<file path="config.mk">
export PLATFORM = sky130hd
export DESIGN_NAME = prot_unit
export DESIGN_NICKNAME = d
export VERILOG_FILES = /design/src/rtl/prot_pkg.sv /design/src/rtl/prot_decode.sv /design/src/rtl/prot_regs.sv /design/src/rtl/prot_guard.sv /design/src/rtl/prot_unit.sv
export SDC_FILE = /design/constraint.sdc
export NUM_CORES = 1
export LEC_CHECK = 0
export ABC_AREA = 1
export ABC_CLOCK_PERIOD_IN_PS = 2320
export BUFFER_PORTS_ARGS = -buffer_cell sky130_fd_sc_hd__buf_2
export CORE_UTILIZATION = 29
export CTS_BUF_LIST = sky130_fd_sc_hd__clkbuf_4
export CTS_CLUSTER_DIAMETER = 200
export DETAILED_ROUTE_END_ITERATION = 8
export PLACE_DENSITY = 0.62
export SLEW_MARGIN = 10
export SYNTH_ARGS = -nofsm -noshare
export SYNTH_HDL_FRONTEND = slang
export SYNTH_SLANG_ARGS = --single-unit
</file>
<file path="constraint.sdc">
create_clock -name clk -period 2.32 [get_ports clk]
set_clock_uncertainty 0.15 [all_clocks]
set_input_delay 0.464 -clock clk [delete_from_list [all_inputs] [get_ports clk]]
set_output_delay 0.464 -clock clk [all_outputs]
set_load 0.05 [all_outputs]
</file>
<file path="src/rtl/prot_pkg.sv">
package prot_pkg;
  typedef enum logic [2:0] {
    PC_NONE  = 3'd0,
    PC_READ  = 3'd1,
    PC_WRITE = 3'd2,
    PC_CLEAR = 3'd3,
    PC_EN    = 3'd4,
    PC_DIS   = 3'd5
  } pcmd_e;

  localparam logic [1:0] OP_EXT = 2'b00;
  localparam logic [1:0] OP_WR  = 2'b01;
  localparam logic [1:0] OP_RD  = 2'b10;
  localparam logic [1:0] OP_CLR = 2'b11;
endpackage

</file>
<file path="src/rtl/prot_decode.sv">
module prot_decode
  import prot_pkg::*;
#(
  parameter int AW = 7
) (
  input  logic          cmd_stb,
  input  logic          cmd_pre,
  input  logic [1:0]    cmd_op,
  input  logic [AW-1:0] cmd_addr,
  output pcmd_e         kind
);
  logic all_one;
  logic all_zero;
  logic top_en;

  assign all_one  = &cmd_addr;
  assign all_zero = ~|cmd_addr;
  assign top_en   = &cmd_addr[AW-1 -: 2];

  always_comb begin
    kind = PC_NONE;
    if (cmd_stb && cmd_pre) begin
      unique case (cmd_op)
        OP_RD:  kind = PC_READ;
        OP_WR:  kind = PC_WRITE;
        OP_CLR: kind = all_one ? PC_CLEAR : PC_NONE;
        OP_EXT: begin
          if (top_en)        kind = PC_EN;
          else if (all_zero) kind = PC_DIS;
          else               kind = PC_NONE;
        end
        default: kind = PC_NONE;
      endcase
    end
  end
endmodule

</file>
<file path="src/rtl/prot_regs.sv">
module prot_regs
  import prot_pkg::*;
#(
  parameter int AW = 7
) (
  input  logic          clk,
  input  logic          rst_n,
  input  logic          cmd_stb,
  input  pcmd_e         kind,
  input  logic [AW-1:0] cmd_addr,
  output logic [AW-1:0] bound_q,
  output logic          cleared_q,
  output logic          otp_q,
  output logic          last_en_q,
  output logic          prog_q,
  output logic          wr_ok,
  output logic          clr_ok,
  output logic          dis_ok
);
  assign wr_ok  = (kind == PC_WRITE) && !otp_q;
  assign clr_ok = (kind == PC_CLEAR) && !otp_q;
  assign dis_ok = (kind == PC_DIS) && last_en_q && !otp_q;

  always_ff @(posedge clk or negedge rst_n) begin
    if (!rst_n) begin
      bound_q   <= '1;
      cleared_q <= 1'b1;
      otp_q     <= 1'b0;
      last_en_q <= 1'b0;
      prog_q    <= 1'b0;
    end else begin
      prog_q <= wr_ok || clr_ok || dis_ok;
      if (cmd_stb) last_en_q <= (kind == PC_EN);
      if (wr_ok) begin
        bound_q   <= cmd_addr;
        cleared_q <= 1'b0;
      end else if (clr_ok) begin
        bound_q   <= '1;
        cleared_q <= 1'b1;
      end
      if (dis_ok) otp_q <= 1'b1;
    end
  end
endmodule

</file>
<file path="src/rtl/prot_guard.sv">
module prot_guard #(
  parameter int AW = 7,
  parameter int PW = 2
) (
  input  logic [AW-1:0] bound,
  input  logic          cleared,
  input  logic [AW-1:0] wr_addr,
  input  logic          wr_page,
  output logic          wr_allow,
  output logic          wral_ok
);
  localparam logic [AW-1:0] LOW_MASK = AW'((1 << PW) - 1);

  function automatic logic [AW-1:0] top_word(input logic [AW-1:0] a, input logic pg);
    return pg ? (a | LOW_MASK) : a;
  endfunction

  function automatic logic below(input logic [AW-1:0] a, input logic [AW-1:0] b);
    return a < b;
  endfunction

  assign wr_allow = cleared || below(top_word(wr_addr, wr_page), bound);
  assign wral_ok  = cleared;
endmodule

</file>
<file path="src/rtl/prot_unit.sv">
module prot_unit
  import prot_pkg::*;
#(
  parameter int AW = 7,
  parameter int PW = 2
) (
  input  logic          clk,
  input  logic          rst_n,
  input  logic          cmd_stb,
  input  logic          cmd_pre,
  input  logic [1:0]    cmd_op,
  input  logic [AW-1:0] cmd_addr,
  input  logic [AW-1:0] wr_addr,
  input  logic          wr_page,
  output logic          wr_allow,
  output logic          wral_ok,
  output logic          pr_prog,
  output logic [AW:0]   rd_word
);
  pcmd_e         kind;
  logic [AW-1:0] bound_q;
  logic          cleared_q;
  logic          otp_q;
  logic          last_en_q;
  logic          wr_ok;
  logic          clr_ok;
  logic          dis_ok;
  logic          dis_cmd;

  prot_decode #(.AW(AW)) u_dec (
    .cmd_stb (cmd_stb),
    .cmd_pre (cmd_pre),
    .cmd_op  (cmd_op),
    .cmd_addr(cmd_addr),
    .kind    (kind)
  );

  prot_regs #(.AW(AW)) u_regs (
    .clk      (clk),
    .rst_n    (rst_n),
    .cmd_stb  (cmd_stb),
    .kind     (kind),
    .cmd_addr (cmd_addr),
    .bound_q  (bound_q),
    .cleared_q(cleared_q),
    .otp_q    (otp_q),
    .last_en_q(last_en_q),
    .prog_q   (pr_prog),
    .wr_ok    (wr_ok),
    .clr_ok   (clr_ok),
    .dis_ok   (dis_ok)
  );

  prot_guard #(.AW(AW), .PW(PW)) u_guard (
    .bound   (bound_q),
    .cleared (cleared_q),
    .wr_addr (wr_addr),
    .wr_page (wr_page),
    .wr_allow(wr_allow),
    .wral_ok (wral_ok)
  );

  assign dis_cmd = (kind == PC_DIS);
  assign rd_word = {bound_q, otp_q};
endmodule

</file>
# Word-level counts from Yosys, hierarchy flattened
# Cells that the tools add are included.
dict set report op_classes {
  add_sub_neg 0
  mul 0
  div_mod_pow 0
  order_cmp 1
  eq_ne 7
  shifts 0
  muxes 10
  bitwise_logic 0
  n_reduce_logical 14
}
# cell count
set op_table {}
lappend op_table {{7-bit two-way mux} 2}
lappend op_table {{3-bit case mux with 4 select lines} 1}
lappend op_table {{3-bit two-way mux} 3}
lappend op_table {{7-bit less-than comparator} 1}
lappend op_table {{7-bit AND reduction} 1}
lappend op_table {{7-bit OR reduction} 1}
lappend op_table {{3-bit by 2-bit equality test with 1-bit output (second input constant)} 2}
lappend op_table {{3-bit equality test (second input constant)} 2}
lappend op_table {{1-bit logical AND} 5}
lappend op_table {{2-bit equality test (second input constant)} 2}
lappend op_table {{2-bit two-way mux} 2}
lappend op_table {{1-bit logical OR} 3}
lappend op_table {{2-bit by 1-bit equality test with 1-bit output (second input constant)} 1}
lappend op_table {{2-bit logical NOT} 1}
lappend op_table {{1-bit two-way mux} 2}
lappend op_table {{2-bit AND reduction} 1}
lappend op_table {{2-bit nonzero test} 1}
lappend op_table {{1-bit logical NOT} 1}
dict set report totals {
  regBits 11
  latch_bits 0
  ram_bits 0
  mem_bits_ro 0
  out_inout_bits 11
  mem_count 0
}

# Longest topological paths before layout
# Gate-level depths: netlist (run 1).
dict set report depth {
  word_depth 9
  depth_mapped 8
}

# Hierarchy
# Synthesis (run 1) repeated with hierarchy kept, for this count alone.
dict set report hier_totals {
  cells_unflattened 129
  area_unflattened_um2 860.8
}
# mod n_inst cells_per_inst area_each_um2 seq_area_each_um2
set modules_own_cells {}
lappend modules_own_cells {prot_regs 1 66 543.0 285.3}
lappend modules_own_cells {prot_guard 1 32 185.2 0.0}
lappend modules_own_cells {prot_decode 1 30 125.1 0.0}
lappend modules_own_cells {prot_unit 1 1 7.5 0.0}

# Least setup slack after synthesis (run 1)
# No wires, ideal clock.
dict set report synth_path {
  path_type {register to output}
  startpoint {reg u_regs.bound_q[6]}
  endpoint {out wr_allow}
  t_arrival_ps 1720
  path_slack_ps -14
  path_stages_with_launch 7
  path_buffers 0
  path_cell_list {dfstp_2 > inv_1 > ha_1 > a21oi_1 > o21a_1 > o21ai_1 > nand2_1}
}
dict set report synth_between {
  elab_chain_cells 2
}
# item line_no
set synth_lines {}
lappend synth_lines {{start, declared} prot_regs.sv:11} ;# output logic [AW-1:0] bound_q,
lappend synth_lines {{start signal, assigned} prot_regs.sv:35} ;# bound_q <= cmd_addr;
lappend synth_lines {{7-bit less-than comparator} prot_guard.sv:19} ;# return a < b;
lappend synth_lines {{1-bit logical OR} prot_guard.sv:22} ;# assign wr_allow = cleared || below(top_word(wr_addr, wr_page), bound);
lappend synth_lines {{end, declared} prot_unit.sv:15} ;# output logic wr_allow,
# Every way passes these cells.

# Final worst setup path (run 1)
dict set report layout_path {
  startpoint {reg u_regs.bound_q[2]}
  endpoint {out wr_allow}
}
# Same word-level chain as after synthesis.

==> reports/results.txt, run 1 <==
status: finished clean
largest net degree at the start of global routing: 12
vias in the first global route: 644
Post-route DRC: 0
share of post-route cells with drive strength above 1: 50.0%
Critical-path top delay cell: dfstp_2
HP Class: in -> reg
Num CTS Buffers: 3
Post-Route WL: 1.72 mm
slowest stage delay, CP: 530 ps
Clock transition at path regs: 70 ps
Worst slew margin: 83.6%
die height: 51.6 um
IO Port Bufs: 31
row cnt: 17
hpwl dp: 1.34 mm
count of final max-slew check failures: 0
Area after DPL: 900 sq um
CP required: 1710 ps
CP Capture Type: output pin
first-pass GRT wire length: 2.73 mm
Synth cell types: 19
Hold Vio Cnt, Final: 0
Num Clock Sinks: 11
FMAX: 437 MHz
Netlist Area Pre-Place: 714 sq um
drt wl/cell: 11.1 um
post-synthesis net count: 117
critical path cell sequence: inv_2, ha_4, a21oi_1, o21a_1, o21ai_2, nand2_2, buf_8
Max Root-Sink Buffers: 2
Crit Path Category: reg -> out
peak supply drop: 0.206 mV
initial antenna violation count: 0
CTS tree: built
power per cell area: 384 nW/um^2
clk root buf: clkbuf_4
Die Area: 2670 sq um
final design utilization: 44.7%
total of max-cap violations: 0
clk_lat worst skew: 270 ps
# IOs: 32
synthesis-stage register bit count: 11
Synth Instances: 90
diode count: 0
cell count after placement: 148
Synth area leader: dfstp_2
Routed Antenna Nets: 0
post-synthesis sequential area ratio: 39.9%
mean area per synthesized cell: 7.94 sq um
TritonRoute pass-1 iters: 4
gpl congestion: 0.773
core footprint: 2280 sq um
Worst Path Buf+Inv: 2
Layout area overhead: 42.4%
design area: 1020 sq um
slew of the pin with the lowest slew margin: 246 ps
via count: 702
Final Instance Count excl. Fillers: 154
Vias/cell: 4.56
Overflow after GRT: 0
Synth top area share: 29.4%
H-tree depth: 1
Area contributors post-synth: dfstp_2 (29%), dfrtp_1 (11%), ha_1 (11%)
Initial Util: 31.4%
Max Fanout on Critical Path: 2
final setup violation count: 0
fin nets: 154
startpoint types: flip-flop
Syn. warnings: 0
total power: 391 uW
Worst Path Arrival: 1670 ps
P_leak: 0.513 nW
First DRT Iteration DRCs: 15
RSZ-0062 raised after global routing: true
Total GRT Usage: 14.2%
final worst path period need: 2290 ps
Die Wd: 51.6 um
Top Family by Delay on Critical Path: flip-flops
Tcrit/Tclk final: 98.6%
## layout make-up
type / instances / area (sq um)
clock buffers: 4 / 30.0
fillers: 234 / 1260
inverters: 15 / 56.3
multi-input cells: 63 / 428
flip-flops and latches: 11 / 285
well taps: 28 / 35.0
repair buffers: 33 / 183
## routing by layer
metal	share of wire [%]	vias to the layer above	track usage [%]
li1	-	363	-
met4	2.0	0	10.4
met5	0	-	0
met2	48	24	22.1
met1	45	311	17.2
met3	5.2	4	2.92
## sequential cells by signal, summed over array words and instances, names as in the netlist
name,cells
u_regs.cleared_q,1
u_regs.last_en_q,1
u_regs.prog_q,1
u_regs.bound_q,7
u_regs.otp_q,1
## cell usage in the layout (no fill, tap or decap), types with 3 or more instances in the layout
master	netlist	layout
dfstp_2	8	8
nor2_1	13	13
dfrtp_1	3	3
inv_1	14	10
nand2_2	2	3
buf_2	0	30
nor3_1	3	3
inv_2	1	5
ha_4	0	4
a21oi_1	10	9
nand2_1	15	14
clkbuf_4	0	4
o21ai_1	4	3
## power breakdown
group | switching [mW] | internal [mW] | leakage [nW]
combinational | 0.0288 | 0.0246 | 0.374
sequential | 0.0000808 | 0.193 | 0.121
clock | 0.0660 | 0.0784 | 0.0184
## path summary, 6_finish.rpt
kind	start	to	cells past startpoint	slack [ps]
worst max-delay path	u_regs.bound_q[2]	wr_allow	7	30
worst min-delay path	cmd_stb	u_regs.last_en_q	3	300
worst max register to register	u_regs.otp_q	u_regs.bound_q[2]	4	1200
worst min register to register	u_regs.bound_q[6]	u_regs.bound_q[6]	2	350
max in group asynchronous	rst_n	u_regs.bound_q[2]	2	1320
min in group asynchronous	rst_n	u_regs.last_en_q	2	430
## kinds of logic after synthesis
family	after synthesis	share of synthesized area (%)
and+or+nand+nor	39	25.2
adders and majority gates	6	10.5
AOI/OAI and AO/OA	18	15.4
buffers and inverters	16	8.93
DFF	11	39.9
## worst register-to-register path, stage by stage (launching register included)
cell	delay [ps]
dfrtp_1	400
inv_1	130
nand2_1	160
inv_2	130
a22oi_2	70
## Yosys cell counts
cell     count
nand2_1     15
inv_1       14
nor2_1      13
a21oi_1     10
dfstp_2      8
ha_1         6
o21ai_1      4
dfrtp_1      3
nor3_1       3
a22oi_2      2
nand2_2      2
o21a_1       2
or2_2        2
and2_1       1
buf_4        1
inv_2        1
nand3_1      1
nand3_4      1
nand4_1      1
## per-stage QoR
step | setup slack [ps] | TNS (ps) | hold slack (ps)
finish | 33.2 | 0 | 300
global route | -32.6 | -32.6 | 303
CTS | 2.58 | 0 | 295
detailed placement | -27.7 | -27.7 | 195
global placement | -26.5 | -26.5 | 186
floorplan | 100 | 0 | 18.4
## timing repair
| action | CTS | global route |
|---|---|---|
| gates resized for setup | 11 | 3 |
| endpoints found under the hold margin | 3 | 0 |
| setup buffers | 1 | 0 |
| hold buffers | 1 | 0 |
| pin swaps | 8 | 1 |
| setup endpoints to repair | 1 | 1 |
No activity file was read; power rests on OpenSTA's default activity.
==> run 2, diff against run 1 <==
--- a/config.mk
+++ b/config.mk
@@ -5,14 +5,13 @@
 export SDC_FILE = /design/constraint.sdc
 export NUM_CORES = 1
 export LEC_CHECK = 0
-export ABC_AREA = 1
 export ABC_CLOCK_PERIOD_IN_PS = 2320
 export BUFFER_PORTS_ARGS = -buffer_cell sky130_fd_sc_hd__buf_2
 export CORE_UTILIZATION = 29
 export CTS_BUF_LIST = sky130_fd_sc_hd__clkbuf_4
 export CTS_CLUSTER_DIAMETER = 200
 export DETAILED_ROUTE_END_ITERATION = 8
-export PLACE_DENSITY = 0.62
+export PLACE_DENSITY = 0.61
 export SLEW_MARGIN = 10
 export SYNTH_ARGS = -nofsm -noshare
 export SYNTH_HDL_FRONTEND = slang
==> run 2 against run 1 <==
Against the previous run:
- worst hold slack lost 16 ps
- utilization grew 2.1 points
- critical endpoint unchanged
- critical path type unchanged
- die area grew 1.7%
- cell count decreased by 5.2%
- sequential power up 13%
- clock power about the same
==> reports/results.txt, run 2 <==
largest family of logic cells by synthesized area: simple AND/OR/NAND/NOR gates (unchanged)
FMAX: 438 MHz (was 437 MHz)
Clock transition at path regs: 70 ps (about the same)
Vias/cell: 5.21 (was 4.56)
commonest non-fill, non-tap cell in the layout: buf_2 (unchanged)
Largest register FFs: 7 (unchanged)
Netlist Area Pre-Place: 727 sq um (was 714 sq um)
H-tree depth: 1 (unchanged)
post-synthesis mux area share: 0% (unchanged)
Largest Register: u_regs.bound_q (unchanged)
power per cell area: 518 nW/um^2 (was 384 nW/um^2)
first-pass GRT wire length: 3.04 mm (was 2.73 mm)
Synth top area share: 28.9% (was 29.4%)
mean area per synthesized cell: 8.97 sq um (was 7.94 sq um)
CP Capture Type: output pin (unchanged)
slew of the pin with the lowest slew margin: 369 ps (was 246 ps)
CP Depth: 6 (was 7)
Synth area leader: dfstp_2 (unchanged)
worst r2r path cells: 3 (was 4)
Crit Path Category: reg -> out (unchanged)
Top Family by Delay on Critical Path: flip-flops (unchanged)
Synth Area in Simple Gates: 26.5% (was 25.2%)
Tcrit/Tclk final: 98.4% (was 98.6%)
Most used DFF post-synth: dfstp_2 (unchanged)
final design utilization: 46.8% (was 44.7%)
fin nets: 146 (was 154)
Syn. warnings: 0 (unchanged)
critical path cell sequence: inv_2, ha_4, nor4b_4, o21ai_2, a31oi_4, buf_6 (was inv_2, ha_4, a21oi_1, o21a_1, o21ai_2, nand2_2, buf_8)
share of post-route cells with drive strength above 1: 53.4% (was 50.0%)
via count: 761 (was 702)
post-synthesis net count: 108 (was 117)
Layout area overhead: 47.8% (was 42.4%)
peak supply drop: 0.343 mV (was 0.206 mV)
vias in the first global route: 689 (was 644)
IO Port Bufs: 31 (unchanged)
Worst Path Arrival: 1670 ps (about the same)
Synth Instances: 81 (was 90)
status: finished clean (unchanged)
RSZ-0062 raised after global routing: true (unchanged)
post-synthesis sequential area ratio: 39.2% (was 39.9%)
Max Root-Sink Buffers: 2 (unchanged)
synth cell count leaders: nor2_1 (12), dfstp_2 (8), inv_1 (8), a311oi_1 (7), nor3_1 (7) (was nand2_1 (15), inv_1 (14), nor2_1 (13), a21oi_1 (10), dfstp_2 (8))
initial antenna violation count: 0 (unchanged)
drt wl/cell: 13.0 um (was 11.1 um)
Die Area: 2710 sq um (was 2670 sq um)
CTS tree: built (unchanged)
hpwl dp: 1.43 mm (was 1.34 mm)
Initial Util: 31.6% (was 31.4%)
clk_lat worst skew: 270 ps (about the same)
gpl congestion: 0.771 (was 0.773)
total of max-cap violations: 0 (unchanged)
Area contributors post-synth: dfstp_2 (29%), dfrtp_1 (10%), ha_1 (10%) (was dfstp_2 (29%), dfrtp_1 (11%), ha_1 (11%))
synthesis-stage register bit count: 11 (unchanged)
# IOs: 32 (unchanged)
P_leak: 0.471 nW (was 0.513 nW)
Num Clock Sinks: 11 (unchanged)
Overflow after GRT: 0 (unchanged)
post-synthesis adder-cell area fraction: 10.3% (was 10.5%)
Die Wd: 52.1 um (was 51.6 um)
First DRT Iteration DRCs: 8 (was 15)
Hold Vio Cnt, Final: 0 (unchanged)
largest net degree at the start of global routing: 18 (was 12)
most frequent cells in the layout: buf_2 (30), nor2_1 (12), dfstp_2 (8) (was buf_2 (30), nand2_1 (14), nor2_1 (13))
Async SR Flop Fraction: 100% (unchanged)
final worst path period need: 2280 ps (was 2290 ps)
Post-synth EDFFs: 0 (unchanged)
Routed Antenna Nets: 0 (unchanged)
Synth Area in XOR/XNOR: 0% (unchanged)
Post-route DRC: 0 (unchanged)
slowest stage delay, CP: 540 ps (was 530 ps)
Synth cell types: 27 (was 19)
clk root buf: clkbuf_4 (unchanged)
count of final max-slew check failures: 0 (unchanged)
final setup violation count: 0 (unchanged)
TritonRoute pass-1 iters: 4 (unchanged)
CP required: 1710 ps (about the same)
Worst Path Buf+Inv: 2 (unchanged)
die height: 52.1 um (was 51.6 um)
Worst slew margin: 75.3% (was 83.6%)
top-count cell post-synth: nor2_1 (was nand2_1)
Max Fanout on Critical Path: 2 (unchanged)
DP Worst Slack: -151 ps (was -27.7 ps)
row cnt: 17 (unchanged)
core footprint: 2300 sq um (was 2280 sq um)
Num CTS Buffers: 3 (unchanged)
R2R setup slack: 900 ps (was 1200 ps)
Post-Route WL: 1.90 mm (was 1.72 mm)
diode count: 0 (unchanged)
hold-critical path depth: 2 (was 3)
post-route setup slack: 36.5 ps (was 33.2 ps)
startpoint types: flip-flop (unchanged)
Synth Area in Compound Gates: 16.4% (was 15.4%)
Critical-path top delay cell: dfstp_2 (unchanged)
HP Class: in -> reg (unchanged)
Total GRT Usage: 15.4% (was 14.2%)
-- run 2: worst paths after layout --
check                             startpoint                 to
min                                  cmd_stb   u_regs.last_en_q
min in group asynchronous              rst_n   u_regs.last_en_q
max in group asynchronous              rst_n  u_regs.bound_q[1]
max                        u_regs.bound_q[1]           wr_allow
max reg2reg                     u_regs.otp_q  u_regs.bound_q[4]
min reg2reg                u_regs.bound_q[0]  u_regs.bound_q[0]
-- run 2: routing by layer --
metal	up-vias	routed length, um	global-route usage [%]
li1	371	-	-
met1	363	794	19.7
met2	27	966	25.0
met3	0	136	4.68
met4	0	0	4.05
met5	-	0	0
-- run 2: timing repair --
item,4_1_cts,5_1_grt
setup buffers,3,1
hold buffers,1,0
endpoints found under the hold margin,3,0
setup endpoints to repair,1,1
pin swaps,4,5
resized for setup,6,8
-- run 2: cell families after synthesis --
group | count (synthesis)
AO/OA/AOI/OAI | 17
adder cells (fa/ha/maj) | 6
buffers and inverters | 12
flip-flops | 11
AND/OR/NAND/NOR | 35
-- run 2: cell type report --
type                            instances  area [sq um]
Fill cell                             225          1220
Multi-Input combinational cell         58           485
Sequential cell                        11           285
Timing Repair Buffer                   37           209
Tap cell                               28          35.0
Clock buffer                            4          30.0
Inverter                                8          30.0
-- run 2: metrics by stage --
step,cell area (sq um),setup TNS (ps),power [mW],cells,hold WS [ps]
floorplan,763,0,0.332,81,18.4
global placement,936,-120,0.379,137,195
detailed placement,936,-151,0.383,137,198
CTS,1020,-20.4,0.547,145,272
global route,1070,-39.2,0.598,146,291
finish,1070,0,0.557,146,284
-- run 2: where the power goes --
| part | internal, mW | switching [mW] |
|---|---|---|
| sequential | 0.210 | 0.00769 |
| clock | 0.0783 | 0.0637 |
| combinational | 0.0774 | 0.120 |
-- run 2: worst register-to-register path: stages, from the launching register on --
cell      delay, ps
dfrtp_1         400
nand4b_1        400
nor3_1          310
a311oi_1         80
